<file path="config.mk">
export PLATFORM = sky130hd
export DESIGN_NAME = gpio_port
export DESIGN_NICKNAME = d
export VERILOG_FILES = /design/src/rtl/gpio_port_pkg.sv /design/src/rtl/gpio_sync.sv /design/src/rtl/gpio_rdmux.sv /design/src/rtl/gpio_regs.sv /design/src/rtl/gpio_port.sv
export SDC_FILE = /design/constraint.sdc
export NUM_CORES = 1
export LEC_CHECK = 0
export ABC_CLOCK_PERIOD_IN_PS = 2800
export BUFFER_PORTS_ARGS = -buffer_cell sky130_fd_sc_hd__buf_2
export CORE_MARGIN = 5
export CORE_UTILIZATION = 30
export CTS_CLUSTER_SIZE = 40
export DETAILED_ROUTE_END_ITERATION = 16
export PLACE_DENSITY = 0.54
export SETUP_SLACK_MARGIN = 0.3
export SLEW_MARGIN = 20
export SYNTH_ARGS = -nofsm -noshare
export SYNTH_HDL_FRONTEND = slang
export SYNTH_SLANG_ARGS = --single-unit
</file>
<file path="constraint.sdc">
create_clock -name clk -period 2.8 [get_ports clk]
set_input_delay 0.84 -clock clk [delete_from_list [all_inputs] [get_ports clk]]
set_output_delay 0.84 -clock clk [all_outputs]
set_load 0.01 [all_outputs]
</file>
<file path="src/rtl/gpio_port_pkg.sv">
package gpio_port_pkg;
    typedef enum logic [1:0] {
        GP_OP_NONE  = 2'd0,
        GP_OP_WRITE = 2'd1,
        GP_OP_SET   = 2'd2,
        GP_OP_CLR   = 2'd3
    } gp_op_e;

    // Strobe priority: full write, then set, then clear
    function automatic gp_op_e gp_pick_op(input logic wr, input logic bset, input logic bclr);
        if (wr)        return GP_OP_WRITE;
        else if (bset) return GP_OP_SET;
        else if (bclr) return GP_OP_CLR;
        else           return GP_OP_NONE;
    endfunction
endpackage

</file>
<file path="src/rtl/gpio_sync.sv">
module gpio_sync #(
    parameter int WIDTH = 8
) (
    input  logic             clk,
    input  logic             rst_n,
    input  logic [WIDTH-1:0] async_in,
    output logic [WIDTH-1:0] sync_out
);
    typedef struct packed {
        logic [WIDTH-1:0] meta;
        logic [WIDTH-1:0] stable;
    } sync_t;

    sync_t s_d, s_q;

    always_comb begin
        s_d        = s_q;
        s_d.meta   = async_in;
        s_d.stable = s_q.meta;
    end

    always_ff @(posedge clk or negedge rst_n) begin
        if (!rst_n) s_q <= '{meta: '0, stable: '0};
        else        s_q <= s_d;
    end

    assign sync_out = s_q.stable;
endmodule

</file>
<file path="src/rtl/gpio_rdmux.sv">
module gpio_rdmux #(
    parameter int WIDTH = 8
) (
    input  logic [WIDTH-1:0] dir,
    input  logic [WIDTH-1:0] latch,
    input  logic [WIDTH-1:0] pad_sync,
    input  logic             hit_data,
    input  logic             hit_ctrl,
    output logic [WIDTH-1:0] port_val,
    output logic [WIDTH-1:0] rdata
);
    // Per-bit source choice: input pins show the pad, output pins the latch
    for (genvar b = 0; b < WIDTH; b++) begin : g_bit
        assign port_val[b] = dir[b] ? pad_sync[b] : latch[b];
    end

    always_comb begin
        if (hit_data)      rdata = port_val;
        else if (hit_ctrl) rdata = dir;
        else               rdata = '0;
    end
endmodule

</file>
<file path="src/rtl/gpio_regs.sv">
module gpio_regs
    import gpio_port_pkg::*;
#(
    parameter int WIDTH = 8,
    parameter int BIT_W = 3
) (
    input  logic             clk,
    input  logic             rst_n,
    input  logic             hit_data,
    input  logic             hit_ctrl,
    input  gp_op_e           op,
    input  logic [BIT_W-1:0] bitsel,
    input  logic [WIDTH-1:0] wdata,
    input  logic [WIDTH-1:0] port_val,
    output logic [WIDTH-1:0] latch_q,
    output logic [WIDTH-1:0] dir_q
);
    typedef struct packed {
        logic [WIDTH-1:0] latch;
        logic [WIDTH-1:0] dir;
    } regs_t;

    regs_t r_d, r_q;

    always_comb begin
        r_d = r_q;
        if (hit_data) begin
            unique case (op)
                GP_OP_WRITE: r_d.latch = wdata;
                GP_OP_SET: begin
                    r_d.latch         = port_val;
                    r_d.latch[bitsel] = 1'b1;
                end
                GP_OP_CLR: begin
                    r_d.latch         = port_val;
                    r_d.latch[bitsel] = 1'b0;
                end
                default: ;
            endcase
        end else if (hit_ctrl) begin
            unique case (op)
                GP_OP_WRITE: r_d.dir = wdata;
                GP_OP_SET:   r_d.dir[bitsel] = 1'b1;
                GP_OP_CLR:   r_d.dir[bitsel] = 1'b0;
                default: ;
            endcase
        end
    end

    always_ff @(posedge clk or negedge rst_n) begin
        if (!rst_n) r_q <= '{latch: '1, dir: '1};
        else        r_q <= r_d;
    end

    assign latch_q = r_q.latch;
    assign dir_q   = r_q.dir;

    assert_wr_data_R4: assert property (@(posedge clk) disable iff (!rst_n)
        (hit_data && op == GP_OP_WRITE) |=> latch_q == $past(wdata));

    assert_latch_hold_R4: assert property (@(posedge clk) disable iff (!rst_n)
        (!hit_data || op == GP_OP_NONE) |=> $stable(latch_q));

    assert_bset_R6: assert property (@(posedge clk) disable iff (!rst_n)
        (hit_data && op == GP_OP_SET) |=> latch_q[$past(bitsel)] == 1'b1);

    assert_bclr_dir_R7: assert property (@(posedge clk) disable iff (!rst_n)
        (hit_ctrl && op == GP_OP_CLR) |=> dir_q[$past(bitsel)] == 1'b0);

    assert_dir_hold_R7: assert property (@(posedge clk) disable iff (!rst_n)
        (!hit_ctrl || op == GP_OP_NONE) |=> $stable(dir_q));
endmodule

</file>
<file path="src/rtl/gpio_port.sv">
module gpio_port
    import gpio_port_pkg::*;
#(
    parameter int WIDTH     = 8,
    parameter int ADDR_W    = 4,
    parameter int BASE_ADDR = 2,
    parameter int BIT_W     = (WIDTH > 1) ? $clog2(WIDTH) : 1
) (
    input  logic              clk,
    input  logic              rst_n,
    input  logic [ADDR_W-1:0] bus_addr,
    input  logic              bus_wr,
    input  logic              bus_bset,
    input  logic              bus_bclr,
    input  logic [BIT_W-1:0]  bus_bitsel,
    input  logic [WIDTH-1:0]  bus_wdata,
    output logic [WIDTH-1:0]  bus_rdata,
    input  logic [WIDTH-1:0]  pad_in,
    input  logic [WIDTH-1:0]  pad_pullup_cfg,
    output logic [WIDTH-1:0]  pad_out,
    output logic [WIDTH-1:0]  pad_oe,
    output logic [WIDTH-1:0]  pad_pull_en
);
    localparam logic [ADDR_W-1:0] DATA_ADDR = ADDR_W'(BASE_ADDR);
    localparam logic [ADDR_W-1:0] CTRL_ADDR = ADDR_W'(BASE_ADDR + 1);

    logic             hit_data, hit_ctrl;
    gp_op_e           op;
    logic [WIDTH-1:0] pad_sync, port_val, latch_q, dir_q;

    assign hit_data = (bus_addr == DATA_ADDR);
    assign hit_ctrl = (bus_addr == CTRL_ADDR);
    assign op       = gp_pick_op(bus_wr, bus_bset, bus_bclr);

    gpio_sync #(.WIDTH(WIDTH)) u_sync (
        .clk      (clk),
        .rst_n    (rst_n),
        .async_in (pad_in),
        .sync_out (pad_sync)
    );

    gpio_rdmux #(.WIDTH(WIDTH)) u_rdmux (
        .dir      (dir_q),
        .latch    (latch_q),
        .pad_sync (pad_sync),
        .hit_data (hit_data),
        .hit_ctrl (hit_ctrl),
        .port_val (port_val),
        .rdata    (bus_rdata)
    );

    gpio_regs #(.WIDTH(WIDTH), .BIT_W(BIT_W)) u_regs (
        .clk      (clk),
        .rst_n    (rst_n),
        .hit_data (hit_data),
        .hit_ctrl (hit_ctrl),
        .op       (op),
        .bitsel   (bus_bitsel),
        .wdata    (bus_wdata),
        .port_val (port_val),
        .latch_q  (latch_q),
        .dir_q    (dir_q)
    );

    assign pad_out     = latch_q;
    assign pad_oe      = ~dir_q;
    assign pad_pull_en = pad_pullup_cfg & dir_q;

    assert_wr_prio_R9: assert property (@(posedge clk) disable iff (!rst_n)
        (hit_data && bus_wr) |=> pad_out == $past(bus_wdata));

    assert_ctrl_read_R5: assert property (@(posedge clk) disable iff (!rst_n)
        hit_ctrl |-> bus_rdata == ~pad_oe);
endmodule

</file>
# After elaboration in Yosys (flattened, before gate mapping)
# Cells that the tools add are included.
# Widths: inputs -> output; s select.
# word_totals
regBits	32
in_bits	36
word_cells	40
# classes
magnitude_cmp	2
eq_ne	5
mux	17
n_bitwise	8
n_reduce_logical	4
# ops
operator	count
$pmux 8 s3	2
$and 8x8->8	3
$mux 8	2
$not 8->8	2
$or 8x8->8	2
$mux 1	9
$eq 4x2->1 const B	2
$mux 2	3
$eq 2x2->1 const B	2
$lt 3x4->1 const B	1
$demux 1 s3	1
$ge 3x1->1 const B	1
$reduce_and 3->1	1
$reduce_bool 3->1	1
$eq 2x1->1 const B	1
$reduce_and 2->1	1
$logic_and 1x1->1	1
$not 1->1	1

# Depth between registers and ports, before layout
# depth
word_depth	7
mapped_depth	6
depth_no_buf	4

# Modules after synthesis
# A second synthesis with hierarchy kept.
# hier_totals
hier_cells	164
area_unflattened_um2	1751.7
# by_module_without_submodules
module	instances	cells_each	area_each_um2	seq_area_each_um2
gpio_regs	1	104	998.5	420.4
gpio_sync	1	16	400.4	400.4
gpio_rdmux	1	21	225.2	0.0
gpio_port	1	23	127.6	0.0

# Worst setup path before layout
# Ideal clock, no wire load.
# synth_path
kind	input-to-output
from	input port bus_addr[0]
to	output port bus_rdata[0]
arrival_time_ns	1.949
slack_ns	0.011
stages	5
cell_sequence	buf_6 nor4b_4 buf_2 nand2_1 o21ai_0
# synth_via
elab_chain_cells	3
word_cells_on_any_way	4
cone_classes	2 x eq/ne; 2 x mux
# synth_rtl
item	line_no	source
from (decl)	gpio_port.sv:11	input logic [ADDR_W-1:0] bus_addr,
$eq 4x2->1	gpio_port.sv:32	assign hit_ctrl = (bus_addr == CTRL_ADDR);
$mux 8	gpio_rdmux.sv:19	else if (hit_ctrl) rdata = dir;
$mux 8 *	gpio_rdmux.sv:18	if (hit_data) rdata = port_val;
to (decl)	gpio_port.sv:17	output logic [WIDTH-1:0] bus_rdata,
# Every way passes the cells marked *; elsewhere a longest branch is shown, timed or not.

# Worst setup path after layout
# Ends and elaborated chain as after synthesis.

==> metrics <==
Routed WL per cell=15.67 um; largest net degree at the start of global routing=33; slew of the pin with the lowest slew margin=0.7087 ns; WP data required=1.96 ns; Final ANT Viol Nets=0; Util after Layout=42.04%; Die W=85.01 um; WS Path Type=in -> out; Storage cell area=820.8 um2; PD cells=595.8 nW/um2; H-tree depth=2; crit path from=bus_addr[0]; Area growth, synth to finish=36.32%; initial antenna violation count=0; Max Cap Viol=0; post-synthesis sequential area ratio=48.63%; most common cell after layout, fill and taps aside=buf_2; CP Cell Sequence=buf_2 -> nor4b_4 -> buf_12 -> nand2_1 -> o21ai_2 -> buf_2; skew final=0.007156 ns; first-pass iteration count of the detailed router=4; DIE AREA=7227 um2; setup slack, reg-to-reg=1.64 ns; Post-Syn Area=1688 um2; Finished Cell Area=2301 um2; nature of the critical path startpoint=input pin; Net Sw Frac=32.80%; Hold Buf Count CTS=0; fin. max-slew vios=0; multi-input logic area=817.0 um2; Max VDD drop=0.2039 mV; Die Ht=85.01 um; worst reg2reg path endpoint=u_regs.latch_q[4]; RSZ-0062 raised after global routing=true; outcome=completed; worst-case reg-to-reg path depth=4; Tcrit/Tclk final=93.08%; synth warn=0; crit path capture type=output pin; Worst Hold End=u_sync.sync_out[7]; Post-DP HPWL=3376 um; crit path time final=2.606 ns; vias per std cell=5.062; DR iter-0 viols=53; global-route wire length before repair=7941 um; CTS tree=done; Via Count=1630; Flop pwr share=47.6%; post-synthesis cell type count=28; CP Max Fanout=11; placeable core region=5473 um2; Fillers=585; clock transition at the registers of the reported paths=0.07 ns; setup_tns=0 ns; CP peak stage delay=0.31 ns; total internal power=921.2 uW; CP max-delay cell=nor4b_4; share of cells above drive strength 1=48.40%; Clock power frac=24.9%; Slew headroom=52.76%; hold_ws=0.3393 ns; TritonCTS Sinks=32; total placed instance area=2182 um2; Synth Area per Inst=9.987 um2; final setup fails=0; most frequent cells in the layout=buf_2 (67), nor2_1 (17); Syn Nets=205; gr ovfl total=0; Mapped Cells=169; IO Count=68; CTS max path bufs=2; combinational share of power=27.5%; DR DRC count=0; CP dominant cell by count=buf_2; Design Power=1371 uW; maximum clock rate=0.3837 GHz; gr usage total=13.93%; placer congestion estimate=0.7425; initial core utilization=30.84%; r2r startpoint=u_regs.dir_q[4]; Hold Crit Start=u_sync.s_d[7]; # diodes=0; Leakage=0.001041 uW; Nets=285; switching pwr=449.6 uW; Final Hold Viols=0; Std-Cell Rows=27; worst hold stages=0; CTS Root Cell=clkbuf_8; Clk Latency, worst-skew pair=0.28 ns; Post-Route WL=5047 um; I/O Buffers=67; number of global-route vias before repair=1581; TritonCTS Buffers=5; #FFs+latches synth=32; Worst Hold Class=reg -> reg; Worst Path Arrival=1.77 ns; post-cts sizing count=0
state kept, by name, summed over array words and instances, names as in the netlist:
| name | count |
|---|---|
| u_sync.s_d | 8 |
| u_regs.dir_q | 8 |
| u_sync.sync_out | 8 |
| u_regs.latch_q | 8 |
worst max-delay path by stage:
| stage | end | slack, ns | cells past startpoint |
|---|---|---|---|
| global placement | bus_rdata[0] | 0.15 | 6 |
| CTS | bus_rdata[0] | 0.17 | 6 |
| detailed placement | bus_rdata[0] | 0.15 | 6 |
| floorplan | bus_rdata[0] | 0.1 | 5 |
| global route | bus_rdata[5] | 0.12 | 6 |
| finish | bus_rdata[0] | 0.19 | 6 |
power by group through the flow:
stage | Clock [uW] | Sequential, uW | Combinational (uW)
6_report | 341 | 653 | 377
5_1_grt | 367 | 669 | 420
4_1_cts | 357 | 654 | 382
3_5_place_dp | 0 | 661 | 378
3_3_place_gp | 0 | 661 | 373
2_1_floorplan | 0 | 658 | 211
cell usage after synthesis (all sizes together):
cell type / count / area (um2)
clkbuf: 3 / 11.26
a32oi: 8 / 70.07
nor3: 1 / 5.000
nand2: 9 / 41.29
and3b: 3 / 26.28
or2: 1 / 6.260
and3: 1 / 6.260
or3: 1 / 6.260
a22oi: 8 / 60.06
dfrtp: 16 / 400.4
nor4b: 1 / 23.77
buf: 4 / 35.03
nand4: 1 / 6.260
inv: 9 / 33.78
o21bai: 1 / 7.510
nor2: 18 / 70.07
o21ai: 32 / 190.2
a21oi: 9 / 45.04
and2: 8 / 50.05
mux2i: 8 / 80.08
nor3b: 3 / 22.52
o2111ai: 8 / 70.07
dfstp: 16 / 420.4
worst max-delay path, delay by kind of cell:
family / cells / cell delay, ns
buf+inv: 3 / 0.44
compound gates: 1 / 0.11
simple gates: 2 / 0.37
routing by layer:
metal / track usage (%) / part of all wire, % / up-vias
li1: - / - / 785
met2: 21.33 / 45 / 64
met1: 19.59 / 47 / 776
met3: 3.398 / 7.7 / 5
met5: 0 / 0 / -
met4: 3.741 / 0.95 / 0
cell type report:
class | instances | share of cell area [%]
Clock inverter | 1 | 0.2175
Inverter | 9 | 1.468
Tap cell | 72 | 3.915
Sequential cell | 32 | 35.67
Multi-Input combinational cell | 121 | 35.51
Clock buffer | 7 | 3.317
Timing Repair Buffer | 80 | 19.90
timing repair:
item,4_1_cts,5_1_grt
endpoints found under the setup margin,8,8
buffers inserted,4,1
endpoints found under the hold margin,0,0
through the flow:
| stage | worst slack (ns) | cells |
|---|---|---|
| after floorplan | 0.09835 | 169 |
| after global placement | 0.1475 | 309 |
| after detailed placement | 0.1509 | 309 |
| after CTS | 0.1737 | 321 |
| after global routing | 0.1184 | 322 |
| final | 0.1938 | 322 |
cell families (layout without fill, tap and decap cells):
family	after synthesis	count (layout)	synth area share, %
AOI/OAI and AO/OA	66	66	26.24
buffers and inverters	16	97	4.744
DFF	32	32	48.63
muxes	8	8	4.744
and+or+nand+nor	47	47	15.64
Note: power is estimated with default switching activity, not from simulation.
